===== src/rtl/rcc_pkg.sv =====
package rcc_pkg;

    typedef enum logic [1:0] {
        CMD_ERASE = 2'd0,
        CMD_DATA  = 2'd1,
        CMD_FLAG  = 2'd2,
        CMD_READ  = 2'd3
    } fl_cmd_e;

    typedef enum logic [3:0] {
        ST_RD_X,
        ST_RD_Y,
        ST_RD_Z,
        ST_DECODE,
        ST_IDLE,
        ST_ERASE,
        ST_WRITE,
        ST_COMMIT,
        ST_FAULT
    } state_e;

    localparam int unsigned NUM_BLKS = 3;

    function automatic logic [1:0] blk_next(input logic [1:0] b);
        return (b == 2'd2) ? 2'd0 : b + 2'd1;
    endfunction

endpackage


===== src/rtl/rcc_flag_decode.sv =====
module rcc_flag_decode
    import rcc_pkg::*;
(
    input  logic [NUM_BLKS-1:0] flags,
    output logic                hit,
    output logic [1:0]          hit_blk,
    output logic                none_set,
    output logic                bad
);
    logic [NUM_BLKS-1:0] cand;

    for (genvar i = 0; i < NUM_BLKS; i++) begin : g_cand
        localparam int PREV = (i + NUM_BLKS - 1) % NUM_BLKS;
        assign cand[i] = !flags[i] && flags[PREV];
    end

    always_comb begin
        hit_blk = 2'd0;
        for (int i = 0; i < NUM_BLKS; i++) begin
            if (cand[i]) hit_blk = 2'(i);
        end
        hit      = ($countones(cand) == 1);
        none_set = (flags == '0);
        bad      = !none_set && !hit;
    end
endmodule


===== src/rtl/rcc_word_seq.sv =====
module rcc_word_seq #(
    parameter int unsigned WORDS = 4,
    localparam int unsigned IDX_W = (WORDS > 1) ? $clog2(WORDS) : 1
) (
    input  logic             clk,
    input  logic             rst_n,
    input  logic             clr,
    input  logic             step,
    output logic [IDX_W-1:0] idx,
    output logic             last
);
    always_ff @(posedge clk or negedge rst_n) begin
        if (!rst_n)    idx <= '0;
        else if (clr)  idx <= '0;
        else if (step) idx <= idx + 1'b1;
    end

    assign last = (idx == IDX_W'(WORDS - 1));
endmodule


===== src/rtl/rot_commit_ctrl.sv =====
module rot_commit_ctrl
    import rcc_pkg::*;
#(
    parameter int unsigned DATA_W = 8,
    parameter int unsigned WORDS  = 4,
    localparam int unsigned IDX_W = (WORDS > 1) ? $clog2(WORDS) : 1
) (
    input  logic              clk,
    input  logic              rst_n,
    input  logic              upd_req,
    output logic              busy,
    output logic              fl_cmd_valid,
    output logic [1:0]        fl_cmd,
    output logic [1:0]        fl_blk,
    output logic [IDX_W-1:0]  fl_idx,
    output logic [DATA_W-1:0] fl_wdata,
    input  logic              fl_done,
    input  logic              fl_flag_rd,
    input  logic [DATA_W-1:0] src_data,
    output logic [1:0]        cur_blk,
    output logic              cur_valid,
    output logic              err
);
    state_e              state, state_nx;
    logic [NUM_BLKS-1:0] flags_q;
    logic                dec_hit, dec_none, dec_bad, word_last;
    logic [1:0]          dec_blk;
    fl_cmd_e             cmd_c;

    rcc_flag_decode u_dec (
        .flags   (flags_q),
        .hit     (dec_hit),
        .hit_blk (dec_blk),
        .none_set(dec_none),
        .bad     (dec_bad)
    );

    rcc_word_seq #(.WORDS(WORDS)) u_seq (
        .clk  (clk),
        .rst_n(rst_n),
        .clr  (state == ST_ERASE),
        .step (state == ST_WRITE && fl_done),
        .idx  (fl_idx),
        .last (word_last)
    );

    // state register
    always_ff @(posedge clk or negedge rst_n) begin
        if (!rst_n) state <= ST_RD_X;
        else        state <= state_nx;
    end

    // next state
    always_comb begin
        state_nx = state;
        unique case (state)
            ST_RD_X:   if (fl_done) state_nx = ST_RD_Y;
            ST_RD_Y:   if (fl_done) state_nx = ST_RD_Z;
            ST_RD_Z:   if (fl_done) state_nx = ST_DECODE;
            ST_DECODE: state_nx = dec_bad ? ST_FAULT : ST_IDLE;
            ST_IDLE:   if (upd_req) state_nx = ST_ERASE;
            ST_ERASE:  if (fl_done) state_nx = ST_WRITE;
            ST_WRITE:  if (fl_done && word_last) state_nx = ST_COMMIT;
            ST_COMMIT: if (fl_done) state_nx = ST_IDLE;
            ST_FAULT:  state_nx = ST_FAULT;
            default:   state_nx = ST_FAULT;
        endcase
    end

    // outputs
    always_comb begin
        fl_cmd_valid = 1'b0;
        cmd_c        = CMD_READ;
        fl_blk       = 2'd0;
        busy         = 1'b1;
        unique case (state)
            ST_RD_X:   begin fl_cmd_valid = 1'b1; cmd_c = CMD_READ; fl_blk = 2'd0; end
            ST_RD_Y:   begin fl_cmd_valid = 1'b1; cmd_c = CMD_READ; fl_blk = 2'd1; end
            ST_RD_Z:   begin fl_cmd_valid = 1'b1; cmd_c = CMD_READ; fl_blk = 2'd2; end
            ST_DECODE: busy = 1'b1;
            ST_IDLE:   busy = 1'b0;
            ST_ERASE:  begin fl_cmd_valid = 1'b1; cmd_c = CMD_ERASE; fl_blk = blk_next(cur_blk); end
            ST_WRITE:  begin fl_cmd_valid = 1'b1; cmd_c = CMD_DATA;  fl_blk = blk_next(cur_blk); end
            ST_COMMIT: begin fl_cmd_valid = 1'b1; cmd_c = CMD_FLAG;  fl_blk = cur_blk; end
            ST_FAULT:  busy = 1'b0;
            default:   busy = 1'b0;
        endcase
        fl_cmd   = cmd_c;
        fl_wdata = src_data;
    end

    // flag capture and current-block tracking
    always_ff @(posedge clk or negedge rst_n) begin
        if (!rst_n) begin
            flags_q   <= '0;
            cur_blk   <= 2'd2;
            cur_valid <= 1'b0;
            err       <= 1'b0;
        end else begin
            if (fl_done && (state == ST_RD_X || state == ST_RD_Y || state == ST_RD_Z))
                flags_q[fl_blk] <= fl_flag_rd;
            if (state == ST_DECODE) begin
                cur_blk   <= dec_none ? 2'd2 : dec_blk;
                cur_valid <= dec_hit;
                err       <= dec_bad;
            end
            if (state == ST_COMMIT && fl_done) begin
                cur_blk   <= blk_next(cur_blk);
                cur_valid <= 1'b1;
            end
        end
    end
endmodule


===== config.mk =====
export PLATFORM = sky130hd
export DESIGN_NAME = rot_commit_ctrl
export DESIGN_NICKNAME = d
export VERILOG_FILES = /design/src/rtl/rcc_pkg.sv /design/src/rtl/rcc_flag_decode.sv /design/src/rtl/rcc_word_seq.sv /design/src/rtl/rot_commit_ctrl.sv
export SDC_FILE = /design/constraint.sdc
export NUM_CORES = 1
export LEC_CHECK = 0
export BUFFER_PORTS_ARGS = -buffer_cell sky130_fd_sc_hd__buf_2
export CAP_MARGIN = 20
export CORE_AREA = 2 2 47 49
export DETAILED_ROUTE_END_ITERATION = 6
export DIE_AREA = 0 0 49 51
export GPL_ROUTABILITY_DRIVEN = 0
export GPL_TIMING_DRIVEN = 1
export PLACE_DENSITY = 0.76
export SETUP_SLACK_MARGIN = 0.5
export SYNTH_ARGS = -nofsm -noshare
export SYNTH_HDL_FRONTEND = slang
export SYNTH_HIERARCHICAL = 1
export SYNTH_SLANG_ARGS = --single-unit

===== constraint.sdc =====
create_clock -name clk -period 4.9 [get_ports clk]
set_clock_uncertainty 0.1 [all_clocks]
set_input_delay 1.225 -clock clk [delete_from_list [all_inputs] [get_ports clk]]
set_output_delay 1.225 -clock clk [all_outputs]
set_load 0.01 [all_outputs]

==> results.json <==
{
  "status": "finished clean",
  "pin_count": 33,
  "area_growth_pct": 5.228,
  "hpwl_mm": 1.405,
  "setup.worst_path.class": "reg -> out",
  "detail-route-antenna-nets": 0,
  "port_buffers": 16,
  "crit_path_max_incr_delay_ns": 0.52,
  "grt_antenna_before_repair": 0,
  "timing.critical_path.from_type": "flip-flop",
  "place_area_um2": 955.9,
  "layout.nets": 124,
  "cts-root-buf": "sky130_fd_sc_hd__clkbuf_4",
  "r2r.worst_path.cells": 6,
  "fmax_ghz": 0.3234,
  "synthXorXnorAreaFrac_pct": 0.9383,
  "synthAdderAreaFrac_pct": 3.485,
  "synth_compound_gate_area_share_pct": 12.06,
  "type_of_element_capturing_the_critical_path": "output pin",
  "cts_resized": 0,
  "startpoint_of_the_lowest_slack_hold_path": "err",
  "hold_class": "reg -> reg",
  "synth.cell_area_um2": 933.4,
  "crit_path_cell_trace": "or3b_1 -> a211o_1 -> a21oi_1 -> buf_2",
  "synth_fp_nets": 116,
  "path_buf_inv": 1,
  "vias": 708,
  "final.min_clock_period_ns": 3.092,
  "tightest_slew_ns": 0.3932,
  "floorplan.initialDensity_pct": 45.24,
  "synthMuxAreaShare_pct": 9.249,
  "clockBufferDepth": 2,
  "grt.overflow.total": 0,
  "routed_via_density": 5.206,
  "primary_ff_master_synth": "sky130_fd_sc_hd__dfrtp_1",
  "tritoncts": "done",
  "cts.sink_count": 13,
  "cts.htree.levels": 1,
  "worstReg2RegStart": "flags_q[1]",
  "report.final.hold_viol_count": 0,
  "syn_inst": 101,
  "worstSkewPairLatency_ns": 0.28,
  "die_height_um": 51,
  "drt_pre_antenna_iters": 5,
  "die_width_um": 49,
  "rsz_0062_raised_after_global_routing": "false",
  "drc": 0,
  "total_power_w": 0.0005574,
  "worstHoldPathCells": 1,
  "cp_required_ns": 3.58,
  "critPathArrivalTime_ns": 1.77,
  "post_cts_setup_buffers": 0,
  "route.detailed.wl_per_inst_um": 13.40,
  "worst_rel_slew_slack_pct": 73.79,
  "path_clk_slew_ns": 0.08,
  "r2r_end": "state[2]",
  "post_cts_hold_buffer_count": 0,
  "via_count_of_the_first_global_routing_pass": 712,
  "synth-async-reset-ratio_pct": 100.0,
  "placementRows": 17,
  "crit_path_max_fanout": 14,
  "finalSetupViolations": 0,
  "vdd.ir_drop.worst_mv": 0.2447,
  "die_outline_area_mm2": 0.002499,
  "setup_total_negative_slack_ns": 0,
  "fraction_of_final_layout_cells_sized_beyond_drive_strength_1_pct": 25.00,
  "yosysUniqueCellTypes": 39,
  "cpMaxStageDelayCell": "sky130_fd_sc_hd__dfrtp_1",
  "synth.yosys.seq_area_share_pct": 34.99,
  "power.static_leakage_nw": 0.4477,
  "ys_ff_latch": 13,
  "cts_made_buffers": 3,
  "report.final.slew_viol_count": 0,
  "crit_family": "flip-flops",
  "route.final.wire_length_mm": 1.823,
  "core_area_mm2": 0.002063,
  "hold_path_end": "err",
  "grtUsageTotal_pct": 16.02,
  "power.density_cell_area_mw_per_mm2": 567.5,
  "final_util_pct": 47.60,
  "antenna-diode-count": 0,
  "first_pass_grt_wire_length_mm": 3.077,
  "layout.cell_area.non_filler_um2": 982.2,
  "combinational_family_with_the_most_area_after_synthesis": "simple AND/OR/NAND/NOR gates",
  "max_cap_violations": 0,
  "synth-edff-count": 0,
  "synth_area_per_cell_um2": 9.242,
  "post_synth_and_or_nand_nor_area_fraction_pct": 27.35,
  "yosys_warnings": 6,
  "grt_max_degree": 15,
  "detailedRoute.firstIterationViolations": 12,
  "final_min_period_over_clock_period_pct": 63.11,
  "regToRegSetupSlack_ns": 2.92
}
-- area by class of cell --
type                            instances  area [um^2]
Fill cell                             205         1081
Clock buffer                            4        26.28
Multi-Input combinational cell         70        495.5
Sequential cell                        13        326.6
Inverter                                5        18.77
Tap cell                               28        35.03
Timing Repair Buffer                   16        80.08
-- worst max-delay path by stage --
stage | depth (start not counted) | endpoint | startpoint | slack [ns]
after floorplan | 1 | fl_wdata[0] | src_data[0] | 2.23
after global placement | 4 | fl_blk[1] | state[1] | 2.15
after detailed placement | 4 | fl_blk[1] | state[1] | 2.13
after CTS | 4 | fl_blk[1] | state[1] | 1.81
after global routing | 4 | fl_blk[1] | state[1] | 1.72
final | 4 | fl_blk[1] | state[1] | 1.81
-- synthesized netlist by cell type, drive strengths merged, types with 3 or more instances --
| cell type | instances | area, um^2 |
|---|---|---|
| nand2 | 9 | 33.78 |
| mux2i | 3 | 30.03 |
| nand2b | 3 | 18.77 |
| a21oi | 6 | 30.03 |
| inv | 5 | 18.76 |
| buf | 13 | 92.59 |
| dfrtp | 12 | 300.3 |
| nor2 | 6 | 25.03 |
| mux2 | 5 | 56.30 |
| o21ai | 5 | 25.02 |
| nor2b | 6 | 37.54 |
| nor3b | 3 | 27.52 |
-- cell families (layout without fill, tap and decap cells) --
group,after synthesis,after routing
and+or+nand+nor,41,41
xor gates and xnor gates,1,1
DFF,13,13
muxes,8,8
adders and majority gates,2,2
buffers and inverters,18,25
AOI/OAI and AO/OA,18,18
-- flip-flops by register name, indices dropped and copies added, names as in the netlist --
name,count
cur_valid,1
u_seq/idx,2
cur_blk,2
flags_q,3
state,4
err,1
-- power by group --
part / internal (W) / switching [W] / total [W]
Sequential: 0.000152 / 0.0000806 / 0.000233
Combinational: 0.000124 / 0.000134 / 0.000258
Clock: 0.0000316 / 0.0000344 / 0.0000660
Total: 0.000308 / 0.000249 / 0.000557
-- layer usage --
metal / share of wire, % / track usage [%]
met1: 43 / 18.50
met2: 50 / 27.63
met5: 0 / 0
met3: 5.3 / 2.924
met4: 1.2 / 10.00
-- layout by cell type (no fill, tap or decap), types with 2 or more instances in the layout --
cell	n
sky130_fd_sc_hd__and2b_1	2
sky130_fd_sc_hd__inv_1	4
sky130_fd_sc_hd__nor2_1	5
sky130_fd_sc_hd__clkbuf_4	3
sky130_fd_sc_hd__nand2_1	9
sky130_fd_sc_hd__a21oi_1	6
sky130_fd_sc_hd__mux2i_1	3
sky130_fd_sc_hd__dfrtp_1	12
sky130_fd_sc_hd__mux2_1	4
sky130_fd_sc_hd__nor3b_1	2
sky130_fd_sc_hd__a211o_1	2
sky130_fd_sc_hd__nor2b_1	6
sky130_fd_sc_hd__buf_2	16
sky130_fd_sc_hd__o21ai_0	5
sky130_fd_sc_hd__nand2b_1	3
sky130_fd_sc_hd__nor4_1	2
-- stage by stage --
stage	hold slack, ns	instances	worst slack [ns]
floorplan	0.4288	101	2.231
global placement	0.3637	132	2.154
detailed placement	0.3694	132	2.129
CTS	0.3879	136	1.812
global route	0.4475	136	1.720
finish	0.3845	136	1.808
Power figures use the tool's default switching activity.
